===== src/rtl/crc_acc_pkg.sv =====
package crc_acc_pkg;
  localparam int CRC_W = 16;

  // One shift-and-reduce step of the non-augmented serial remainder.
  function automatic logic [CRC_W-1:0] crc_step(input logic [CRC_W-1:0] rem,
                                                input logic din,
                                                input logic [CRC_W-1:0] poly);
    logic [CRC_W:0] wide;
    wide = {rem, din};
    if (wide[CRC_W]) crc_step = wide[CRC_W-1:0] ^ poly;
    else             crc_step = wide[CRC_W-1:0];
  endfunction
endpackage


===== src/rtl/crc_bit_feeder.sv =====
module crc_bit_feeder #(
  parameter int DATA_W = 8
) (
  input  logic              clk,
  input  logic              rst_n,
  input  logic              clear,
  input  logic              in_valid,
  input  logic [DATA_W-1:0] in_data,
  output logic              idle,
  output logic              step_fire,
  output logic              step_bit,
  output logic              last_step
);
  localparam int CNT_W = (DATA_W > 1) ? $clog2(DATA_W) : 1;
  localparam logic [CNT_W-1:0] LAST = CNT_W'(DATA_W - 1);

  logic [DATA_W-1:0] shreg;
  logic [CNT_W-1:0]  bit_idx;
  logic              busy;
  logic              take;

  assign take      = in_valid && !busy && !clear;
  assign idle      = !busy;
  assign step_fire = busy && !clear;
  assign step_bit  = shreg[0];
  assign last_step = step_fire && (bit_idx == LAST);

  always_ff @(posedge clk or negedge rst_n) begin
    if (!rst_n) begin
      shreg   <= '0;
      bit_idx <= '0;
      busy    <= 1'b0;
    end else if (clear) begin
      busy    <= 1'b0;
      bit_idx <= '0;
    end else if (take) begin
      shreg   <= in_data;
      bit_idx <= '0;
      busy    <= 1'b1;
    end else if (busy) begin
      shreg   <= shreg >> 1;
      bit_idx <= bit_idx + 1'b1;
      if (bit_idx == LAST) busy <= 1'b0;
    end
  end
endmodule


===== src/rtl/crc_rem_reg.sv =====
module crc_rem_reg
  import crc_acc_pkg::*;
#(
  parameter logic [CRC_W-1:0] POLY = 16'h002D
) (
  input  logic             clk,
  input  logic             rst_n,
  input  logic             clear,
  input  logic             step_fire,
  input  logic             step_bit,
  output logic [CRC_W-1:0] rem
);
  always_ff @(posedge clk or negedge rst_n) begin
    if (!rst_n)         rem <= '0;
    else if (clear)     rem <= '0;
    else if (step_fire) rem <= crc_step(rem, step_bit, POLY);
  end
endmodule


===== src/rtl/crc_serial_acc.sv =====
module crc_serial_acc
  import crc_acc_pkg::*;
#(
  parameter int               DATA_W = 8,
  parameter logic [CRC_W-1:0] POLY   = 16'h002D
) (
  input  logic              clk,
  input  logic              rst_n,
  input  logic              clear,
  input  logic              byte_valid,
  input  logic [DATA_W-1:0] byte_data,
  output logic              byte_ready,
  output logic              byte_done,
  output logic [CRC_W-1:0]  remainder
);
  logic step_fire;
  logic step_bit;
  logic last_step;
  logic done_q;

  crc_bit_feeder #(.DATA_W(DATA_W)) u_feed (
    .clk(clk), .rst_n(rst_n), .clear(clear),
    .in_valid(byte_valid), .in_data(byte_data),
    .idle(byte_ready), .step_fire(step_fire),
    .step_bit(step_bit), .last_step(last_step)
  );

  crc_rem_reg #(.POLY(POLY)) u_rem (
    .clk(clk), .rst_n(rst_n), .clear(clear),
    .step_fire(step_fire), .step_bit(step_bit), .rem(remainder)
  );

  always_ff @(posedge clk or negedge rst_n) begin
    if (!rst_n) done_q <= 1'b0;
    else        done_q <= last_step && !clear;
  end

  assign byte_done = done_q;
endmodule


===== config.mk =====
export PLATFORM = sky130hd
export DESIGN_NAME = crc_serial_acc
export DESIGN_NICKNAME = d
export VERILOG_FILES = /design/src/rtl/crc_acc_pkg.sv /design/src/rtl/crc_bit_feeder.sv /design/src/rtl/crc_rem_reg.sv /design/src/rtl/crc_serial_acc.sv
export SDC_FILE = /design/constraint.sdc
export NUM_CORES = 1
export LEC_CHECK = 0
export ABC_AREA = 1
export BUFFER_PORTS_ARGS = -buffer_cell sky130_fd_sc_hd__buf_2
export CAP_MARGIN = 25
export CORE_UTILIZATION = 58
export CTS_BUF_LIST = sky130_fd_sc_hd__clkbuf_4 sky130_fd_sc_hd__clkbuf_8
export CTS_CLUSTER_DIAMETER = 40
export DETAILED_ROUTE_END_ITERATION = 8
export MAX_ROUTING_LAYER = met4
export PLACE_DENSITY = 0.94
export SYNTH_ARGS = -nofsm -noshare
export SYNTH_HDL_FRONTEND = slang
export SYNTH_SLANG_ARGS = --single-unit

===== constraint.sdc =====
create_clock -name clk -period 3.1 [get_ports clk]
set_clock_uncertainty 0.15 [all_clocks]
set_input_delay 0.31 -clock clk [delete_from_list [all_inputs] [get_ports clk]]
set_output_delay 0.31 -clock clk [all_outputs]
set_load 0.03 [all_outputs]

Yosys cells after proc, flatten, opt, wreduce, memory -nomap -nowiden
Index checks and enable logic that the tools add are counted.
W data, S select, Z words.

storage, ports and cells
  register bits = 29
  output and inout bits = 18

operators by class
  equal/unequal tests = 1
  mux-type cells = 12
  bitwise operators = 2
  reductions and logical operators = 11
  $add $sub $neg = 1

operators by type and width
  kind                   count
  $mux W16               2
  $mux W8                2
  $mux W3                3
  $mux W6                1
  $logic_and A1 B1 Y1    5
  $mux W1                4
  $not A4 Y4             1
  $reduce_bool A2 Y1     2
  $add A3 B1 Y3 const B  1
  $eq A3 B3 Y1 const B   1
  $reduce_bool A3 Y1     1
  $logic_not A1 Y1       2
  $reduce_and A2 Y1      1
  $not A1 Y1             1

Depth between registers and ports, before layout
Gate-level depths: netlist (run 1).

  depth after elaboration = 5
  mapped depth = 5

Cells and area by module
From an unflattened synthesis (run 1), not the netlist that was laid out.

second synthesis, totals
  cells, all modules = 172
  area total of the unflattened synthesis = 1,368.8 sq um

by module, submodules not included
  module          cells each  instances  area each (sq um)
  crc_rem_reg     82          1          681.9
  crc_bit_feeder  87          1          651.9
  crc_serial_acc  3           1          35.0

Least setup slack after synthesis (run 1)
No wires, ideal clock.

  kind = reg2reg
  start point = register u_feed.bit_idx[0]
  end point = register u_feed.bit_idx[2]
  arrival time = 0.916 ns
  path buffers = 0
  clock period less this slack = 1.184 ns
  setup slack = 1.916 ns
  cell stages (with the launch flop) = 5
  setup time = 0.117 ns
  path through = dfrtp_1 > ha_1 > ha_1 > nand2_1 > nand2_1

between the ends
  cells in the longest elaborated chain, start to end = 4

RTL lines
  element                   RTL line              RTL
  start: declaration        crc_bit_feeder.sv:18  logic [CNT_W-1:0] bit_idx;
  start signal: assignment  crc_bit_feeder.sv:42  bit_idx <= bit_idx + 1'b1;
  $add A3 B1 Y3             crc_bit_feeder.sv:42
  $mux W3                   crc_bit_feeder.sv:40  end else if (busy) begin
  $mux W3                   crc_bit_feeder.sv:36  end else if (take) begin
  $mux W3                   crc_bit_feeder.sv:33  end else if (clear) begin

Every way passes these cells. The select of a mux whose other input is x is not followed.
A chain may end at the register's enable or synchronous reset.

Worst setup path in the final report (run 1)
  start point = register u_feed.busy
  end point = output byte_ready

between the ends
  cells in the longest elaborated chain, start to end = 1

RTL lines
  element                   RTL line              RTL
  start: declaration        crc_bit_feeder.sv:19  logic busy;
  start signal: assignment  crc_bit_feeder.sv:32  busy <= 1'b0;
  start signal: assignment  crc_bit_feeder.sv:34  busy <= 1'b0;
  start signal: assignment  crc_bit_feeder.sv:39  busy <= 1'b1;
  $logic_not A1 Y1          crc_bit_feeder.sv:23  assign idle = !busy;
  end: declaration          crc_serial_acc.sv:12  output logic byte_ready,

Every way passes these cells.

==> results of run 1 <==
[worst paths after layout]
| check | startpoint | end |
|---|---|---|
| setup / recovery | u_feed.busy$_DFF_PN0_ | byte_ready |
| hold / removal | byte_data[7] | u_feed.shreg[7]$_DFFE_PN0P_ |
| hold reg to reg | u_feed.shreg[7]$_DFFE_PN0P_ | u_feed.shreg[7]$_DFFE_PN0P_ |
| setup reg to reg | u_feed.busy$_DFF_PN0_ | u_rem.rem[3]$_DFFE_PN0P_ |
| max in group asynchronous | rst_n | u_feed.shreg[3]$_DFFE_PN0P_ |
| min in group asynchronous | rst_n | u_rem.rem[6]$_DFFE_PN0P_ |
[sequential cells by signal, summed over array words and instances, names as in the netlist]
register and flops:
u_feed.busy 1, u_feed.shreg 8, byte_done 1, u_feed.bit_idx 3
u_rem.rem 16
[routing by layer]
layer,global-route usage,share of wire
met5,-,0
met3,0.0792,0.049
met2,0.341,0.50
met4,0.156,0.021
met1,0.292,0.43
[final cells by class]
cell class / instances / area [µm²]
sequential: 29 / 726
fill: 155 / 526
multi-input combinational: 75 / 380
timing repair buffer: 30 / 155
inverter: 22 / 82.6
clock buffer: 7 / 58.8
tap: 27 / 33.8
[through the flow]
stage	cells	hold WS [ns]	setup WS, ns	total power [mW]	cell area (µm²)
detailed placement	182	0.213	1.61	0.510	1370
finish	190	0.0715	1.58	0.742	1440
CTS	190	0.0705	1.57	0.749	1440
global placement	182	0.198	1.68	0.504	1370
floorplan	131	-0.136	1.92	0.483	1220
global route	190	0.0907	1.47	0.775	1440
[Yosys cell counts]
library cell,number
buf_2,3
buf_4,1
buf_6,1
dfrtp_1,29
ha_1,2
inv_1,20
inv_2,2
nand2_1,29
nand3_1,22
nor2_1,1
nor2_2,1
nor2_4,1
o21ai_0,5
o21ai_2,1
o22ai_1,13
[power by group]
part	switching (mW)	total, mW	internal [mW]	leakage [nW]
combinational	0.0556	0.0823	0.0267	0.335
sequential	0.0170	0.421	0.404	0.392
clock	0.124	0.240	0.116	0.0348
[kinds of logic after synthesis]
group	count (synthesis)
buf+inv	27
simple gates	54
fa+ha+maj	2
compound gates	19
flops	29
[critical path, stage by stage (launching register included)]
cell and delay, ns:
dfrtp_1 0.44, inv_2 0.10, buf_2 0.19
==> impl_metrics.json, run 1 <==
{
  "crit_required_ns": 2.64,
  "synth_top_family_by_area": "simple AND/OR/NAND/NOR gates",
  "synth_top_cell_by_area": "dfrtp_1",
  "grt_overflow": 0,
  "tns_ns": 0,
  "numCtsBuffers": 5,
  "grt_antenna_before_repair": 0,
  "synthSimpleGateAreaFrac": 0.197,
  "num_vias": 985,
  "hold_depth": 3,
  "initialDrtViolationCount": 15,
  "grt_pass1_wl_um": 3460,
  "ir_drop_uv": 367,
  "min_period_ns": 1.52,
  "die-area_um2": 2300,
  "grt_max_degree": 30,
  "worstSkewPairLatency_ns": 0.33,
  "endpoint_kind": "output pin",
  "port_buffers": 29,
  "synth-compound-area-share": 0.0942,
  "cts_tree": "yes",
  "r2r_cells": 3,
  "drt-vias-per-instance": 5.18,
  "powerDensity_nw_per_um2": 517,
  "critPathLaunchType": "register",
  "yosys-top-cells-area": "dfrtp_1, nand3_1, nand2_1",
  "status": "completed",
  "coreArea_um2": 1960,
  "dp_hpwl_um": 1620,
  "post_cts_buffers": 0,
  "utilization": 0.732,
  "synth_area_per_cell_um2": 9.33,
  "cts.sinks": 29,
  "slew_headroom": 0.586,
  "clockRootBuffer": "clkbuf_4",
  "fmax_mhz": 659,
  "drt-total-wl_um": 2300,
  "p_leak_nw": 0.763,
  "diodes": 0,
  "hold_viol_final": 0,
  "synthAdderAreaFrac": 0.0205,
  "final_cell_mix": "nand2_1, dfrtp_1, buf_2, nand3_1, inv_1",
  "clkTransAtPathRegs_ns": 0.08,
  "worstMarginPinSlew_ns": 0.621,
  "ys_warn_count": 0,
  "yosysSeqAreaShare": 0.594,
  "die_h_um": 47.9,
  "critical_path_class": "reg -> out",
  "r2r_slack_ns": 1.61,
  "slew_viol_final": 0,
  "grt_pass1_vias": 816,
  "die_x_um": 47.9,
  "setup_viol": 0,
  "fin_crit_sh": 0.489,
  "gp_routability_congestion": 0.717,
  "syn_inst": 131,
  "final_antenna_net_count": 0,
  "path_max_fanout": 4,
  "ys_seq_elements": 29,
  "htreeDepth": 2,
  "area_delta_synth_final_pct": 17.5,
  "cp.arrival_ns": 1.06,
  "wire_per_inst_um": 12.1,
  "rows": 16,
  "netlist.area_leader.share": 0.594,
  "netlist_area_um2": 1220,
  "synth_nets": 145,
  "drc": 0,
  "grt_setup_unrepaired": "no",
  "pin_count": 30,
  "holdCritPathClass": "in -> reg",
  "firstDrtPassIters": 6,
  "maxCapViolCount": 0,
  "initial_core_util": 0.623,
  "cts_buffer_depth": 2,
  "cts_hold_buf": 1,
  "synth_xor_xnor_area_share": 0,
  "ctsResizeCount": 0,
  "fin_nets": 177,
  "synthMuxAreaShare": 0,
  "drive_gt1_frac": 0.252,
  "grt_usage": 0.241,
  "ys_types": 15
}
Note: power is estimated with default switching activity, not from simulation.
==> run 2, diff against run 1 <==
Settings changed: ABC_AREA 1 to 0, CORE_UTILIZATION 58 to 50, PLACE_DENSITY 0.94 to 0.86.
Clock period 3.1 ns to 1.3 ns, I/O delays scaled along.
==> impl_metrics.json, run 2 <==
{
  "initialDrtViolationCount": 56,
  "netlist_top_cells_count": "dfrtp_1, nor2_1, mux2i_1",
  "port_buffers": 29,
  "synth_top_cell_by_area": "dfrtp_1",
  "num_vias": 1025,
  "die_x_um": 53.6,
  "largest_reg_flops": 16,
  "dpl_cell_area_um2": 1490,
  "netlist.area_leader.share": 0.545,
  "diodes": 0,
  "cts.sinks": 29,
  "grt_max_degree": 30,
  "grt_setup_unrepaired": "yes",
  "area_delta_synth_final_pct": 30.2,
  "grt_pass1_wl_um": 4310,
  "ys.flop_type": "dfrtp_1",
  "powerDensity_nw_per_um2": 1140,
  "holdCritPathClass": "in -> reg",
  "final_antenna_net_count": 0,
  "ir_drop_uv": 954,
  "fin_crit_sh": 1.06,
  "fillerInstances": 165,
  "die-area_um2": 2880,
  "seq_area_um2": 728,
  "yosys-top-cells-area": "dfrtp_1, mux2i_1, a222oi_1",
  "min_period_ns": 1.38,
  "stdcell_count": 191,
  "syn_inst": 116,
  "crit_required_ns": 1.40,
  "cts_buffer_depth": 2,
  "drt-vias-per-instance": 5.37,
  "coreArea_um2": 2500,
  "setup_viol": 9,
  "htreeDepth": 2,
  "firstDrtPassIters": 6,
  "drc": 0,
  "yosysSeqAreaShare": 0.545,
  "largest_registers": "u_rem.rem x16, u_feed.shreg x8, u_feed.bit_idx x3",
  "tns_ns": -0.304,
  "ys_types": 20,
  "worstSkewPairLatency_ns": 0.33,
  "synth_area_per_cell_um2": 11.5,
  "violations": "setup timing",
  "setup_slack_ns": -0.0753,
  "cts_tree": "yes",
  "drive_gt1_frac": 0.385,
  "initial_core_util": 0.533,
  "grt_pass1_vias": 922,
  "p_leak_nw": 0.868,
  "ys_seq_elements": 29,
  "maxCapViolCount": 0,
  "pin_count": 30,
  "hold_viol_final": 0,
  "critPathLaunchType": "register",
  "synthArstFlopShare": 1.00,
  "grt_usage": 0.226,
  "dp_hpwl_um": 1750,
  "drt-total-wl_um": 2830,
  "critical_path_class": "reg -> reg",
  "endpoint_kind": "register",
  "fin_nets": 174,
  "grt_antenna_before_repair": 0,
  "gp_routability_congestion": 0.735,
  "synth.most_common_cell": "dfrtp_1",
  "wire_per_inst_um": 14.8,
  "slew_viol_final": 0,
  "synth_nets": 130,
  "fmax_mhz": 727,
  "clkTransAtPathRegs_ns": 0.11,
  "grt_overflow": 0,
  "synth_edf_count": 0,
  "stdcell_area_um2": 1740,
  "netlist_area_um2": 1330,
  "die_h_um": 53.6,
  "worstMarginPinSlew_ns": 0.365,
  "clockRootBuffer": "clkbuf_4",
  "multi_input_area_um2": 553,
  "dp_cells": 172,
  "path_max_fanout": 10,
  "largest_register": "u_rem.rem",
  "slew_headroom": 0.757,
  "cp.arrival_ns": 1.47,
  "final_cell_mix": "dfrtp_1, buf_2, nor2_1, mux2i_1, inv_1",
  "ys_warn_count": 0,
  "numCtsBuffers": 5,
  "rows": 18,
  "status": "complete, but fails checks"
}
run 2: logic make-up (layout without fill, tap and decap cells):
| group | Yosys count | in the layout | share of synthesized area |
|---|---|---|---|
| AND/OR/NAND/NOR | 35 | 35 | 0.132 |
| flip-flops | 29 | 29 | 0.545 |
| AO/OA/AOI/OAI | 17 | 17 | 0.116 |
| buffers and inverters | 17 | 62 | 0.0714 |
| multiplexers | 12 | 12 | 0.0901 |
| XOR/XNOR | 4 | 4 | 0.0263 |
| adder cells (fa/ha/maj) | 2 | 2 | 0.0188 |
run 2: worst max-delay path: stages (launching register included):
cell and delay (ns):
dfrtp_2 0.45, buf_6 0.16, or3b_4 0.40, a21oi_2 0.14
run 2: worst paths after layout:
kind | slack, ns | depth (start not counted) | to | startpoint
max reg2reg | -0.08 | 3 | u_feed.bit_idx[1]$_DFFE_PN0P_ | u_feed.busy$_DFF_PN0_
min reg2reg | 0.38 | 2 | u_feed.shreg[7]$_DFFE_PN0P_ | u_feed.shreg[7]$_DFFE_PN0P_
min | 0.02 | 3 | u_feed.shreg[6]$_DFFE_PN0P_ | byte_data[6]
max in group asynchronous | 0.51 | 3 | u_rem.rem[15]$_DFFE_PN0P_ | rst_n
max | -0.08 | 3 | u_feed.bit_idx[1]$_DFFE_PN0P_ | u_feed.busy$_DFF_PN0_
min in group asynchronous | 0.18 | 3 | u_feed.shreg[2]$_DFFE_PN0P_ | rst_n
run 2: repair_timing:
action	in CTS	in global routing
pin swaps	0	8
setup endpoints to repair	22	24
cloned	0	0
setup buffers	1	4
gates resized for setup	11	11
endpoints found under the hold margin	34	0
hold buffers	6	0
run 2: cell type report:
cell class                      count  share of cell area
Clock buffer                        7              0.0375
Clock inverter                      1             0.00288
Inverter                            9              0.0195
Multi-Input combinational cell     70               0.319
Sequential cell                    29               0.420
Tap cell                           30              0.0216
Timing Repair Buffer               45               0.180
run 2: per-stage QoR:
stage | util | hold slack [ns] | total power [mW] | setup WS [ns]
final | 0.694 | 0.0150 | 1.98 | -0.0753
after global routing | 0.694 | 0.0144 | 2.08 | -0.0971
after floorplan | - | -0.316 | 1.21 | 0.0544
after detailed placement | 0.597 | 0.00719 | 1.30 | -0.0919
after CTS | 0.666 | 0.000185 | 1.95 | -0.0622
after global placement | 0.597 | -0.00230 | 1.28 | -0.0286
run 2: power by group:
group | internal, mW | total, mW | leakage [nW] | switching [mW]
Sequential | 0.965 | 1.00 | 0.373 | 0.0346
Combinational | 0.157 | 0.349 | 0.454 | 0.191
Clock | 0.313 | 0.630 | 0.0413 | 0.317
run 2: per-layer routing:
layer,track usage,wire length [µm],vias to the layer above
met5,-,0,-
met4,0.0921,29,0
met3,0.0876,126,4
met2,0.327,1430,31
met1,0.284,1240,503
li1,-,-,487
==> run 3, diff against run 2 <==
Settings changed: PLACE_DENSITY 0.86 to 0.78, SKIP_LAST_GASP set to 1.
Clock period 1.3 ns to 1.1 ns, I/O delays scaled along.
==> impl_metrics.json, run 3 (synthesis results as in run 2) <==
{
  "drt-total-wl_um": 3570,
  "diodes": 0,
  "critPathLaunchType": "register",
  "largest_register": "u_rem.rem",
  "ir_drop_uv": 1020,
  "endpoint_kind": "output pin",
  "clkTransAtPathRegs_ns": 0.10,
  "cp-startpoint": "u_feed.busy$_DFF_PN0_",
  "cp.arrival_ns": 1.11,
  "drt-vias-per-instance": 5.38,
  "maxCapViolCount": 0,
  "dp_hpwl_um": 1730,
  "fin_nets": 199,
  "cts_buffer_depth": 2,
  "area_delta_synth_final_pct": 59.2,
  "gp_routability_congestion": 0.746,
  "utilization": 0.849,
  "status": "complete, but fails checks",
  "path_max_fanout": 4,
  "cp.buffers_inverters": 3,
  "firstDrtPassIters": 6,
  "drive_gt1_frac": 0.489,
  "clockRootBuffer": "clkbuf_4",
  "die_h_um": 53.6,
  "initial_core_util": 0.533,
  "dp_cells": 174,
  "violations": "setup timing",
  "worstReg2RegStart": "u_feed.busy$_DFF_PN0_",
  "grt_pass1_wl_um": 5530,
  "powerDensity_nw_per_um2": 1160,
  "slowest_stage": "dfrtp_2",
  "initialDrtViolationCount": 60,
  "stdcell_count": 216,
  "pin_count": 30,
  "largest_registers": "u_rem.rem x16, u_feed.shreg x8, u_feed.bit_idx x3",
  "num_vias": 1162,
  "wire_per_inst_um": 16.5,
  "drc": 0,
  "crit_required_ns": 0.84,
  "setup_slack_ns": -0.275,
  "critical_path_class": "reg -> out",
  "grt_setup_unrepaired": "yes",
  "setup_viol": 47,
  "slew_headroom": 0.780,
  "numCtsBuffers": 5,
  "grt_antenna_before_repair": 0,
  "cp_top_family": "flip-flops",
  "cts.sinks": 29,
  "rows": 18,
  "die_x_um": 53.6,
  "final_antenna_net_count": 0,
  "path_cells": "buf_12, clkinvlp_4, buf_6",
  "grt_max_degree": 21,
  "critPathMaxStageDelay_ns": 0.47,
  "holdCritPathClass": "in -> async",
  "grt_overflow": 0,
  "grt_usage": 0.291,
  "fillerInstances": 124,
  "port_buffers": 29,
  "fin_crit_sh": 1.25,
  "p_leak_nw": 1.02,
  "die-area_um2": 2880,
  "worstMarginPinSlew_ns": 0.329,
  "min_period_ns": 1.37,
  "tns_ns": -6.22,
  "worstSkewPairLatency_ns": 0.33,
  "largest_reg_flops": 16,
  "cts_tree": "yes",
  "fmax_mhz": 727,
  "htreeDepth": 2,
  "slew_viol_final": 0,
  "final_common_cell": "dfrtp_1",
  "final_cell_mix": "dfrtp_1, buf_4, buf_6, nor2_1, mux2i_1",
  "hold_slack_ns": 0.0432,
  "coreArea_um2": 2500,
  "grt_pass1_vias": 1148,
  "hold_viol_final": 0
}
==> run 3: cell type report <==
type                            instances  area, µm²  share of cell area
Clock buffer                            8       66.3              0.0312
Multi-Input combinational cell         70        604               0.285
Sequential cell                        29        728               0.343
Inverter                                9       37.5              0.0177
Timing Repair Buffer                   70        648               0.305
Tap cell                               30       37.5              0.0177
==> run 3: worst register-to-register path, cell delays in order (launching register included) <==
cell	delay, ns
dfrtp_2	0.46
buf_6	0.13
o21bai_4	0.09
a222oi_1	0.40
==> run 3: layer usage <==
metal / GRT usage / part of all wire / up-vias
met5: - / 0 / -
met4: 0.101 / 0.012 / 0
met3: 0.0734 / 0.048 / 8
met2: 0.463 / 0.50 / 42
met1: 0.360 / 0.44 / 573
li1: - / - / 539
==> run 3: repair_timing <==
| item | in CTS | in global routing |
|---|---|---|
| cloned | 1 | 0 |
| setup buffers | 22 | 3 |
| setup endpoints to repair | 47 | 47 |
| resized for setup | 54 | 9 |
| hold endpoints to repair | 43 | 0 |
| pin swaps | 18 | 5 |
| hold buffers | 10 | 0 |
==> run 3: path summary, 6_finish.rpt <==
| kind | endpoint | slack, ns | depth (start not counted) |
|---|---|---|---|
| min in group clk | u_feed.shreg[7]$_DFFE_PN0P_ | 0.05 | 2 |
| max reg2reg | u_feed.shreg[4]$_DFFE_PN0P_ | -0.25 | 3 |
| max | byte_ready | -0.27 | 3 |
| min reg2reg | u_feed.shreg[7]$_DFFE_PN0P_ | 0.37 | 2 |
| min | u_rem.rem[13]$_DFFE_PN0P_ | 0.04 | 2 |
| max in group asynchronous | u_feed.busy$_DFF_PN0_ | 0.34 | 3 |
==> run 3: power by group <==
part / internal, mW / leakage (nW) / switching, mW / total (mW)
clock: 0.364 / 0.0394 / 0.370 / 0.734
sequential: 1.14 / 0.373 / 0.0439 / 1.18
combinational: 0.277 / 0.606 / 0.270 / 0.547
total: 1.78 / 1.02 / 0.683 / 2.46
==> run 3: metrics by stage <==
stage	worst slack [ns]	area, µm²	total power, mW
finish	-0.275	2120	2.46
global route	-0.323	2120	2.57
CTS	-0.263	2100	2.44
detailed placement	-0.307	1560	1.56
global placement	-0.239	1560	1.54
floorplan	-0.112	1370	1.45
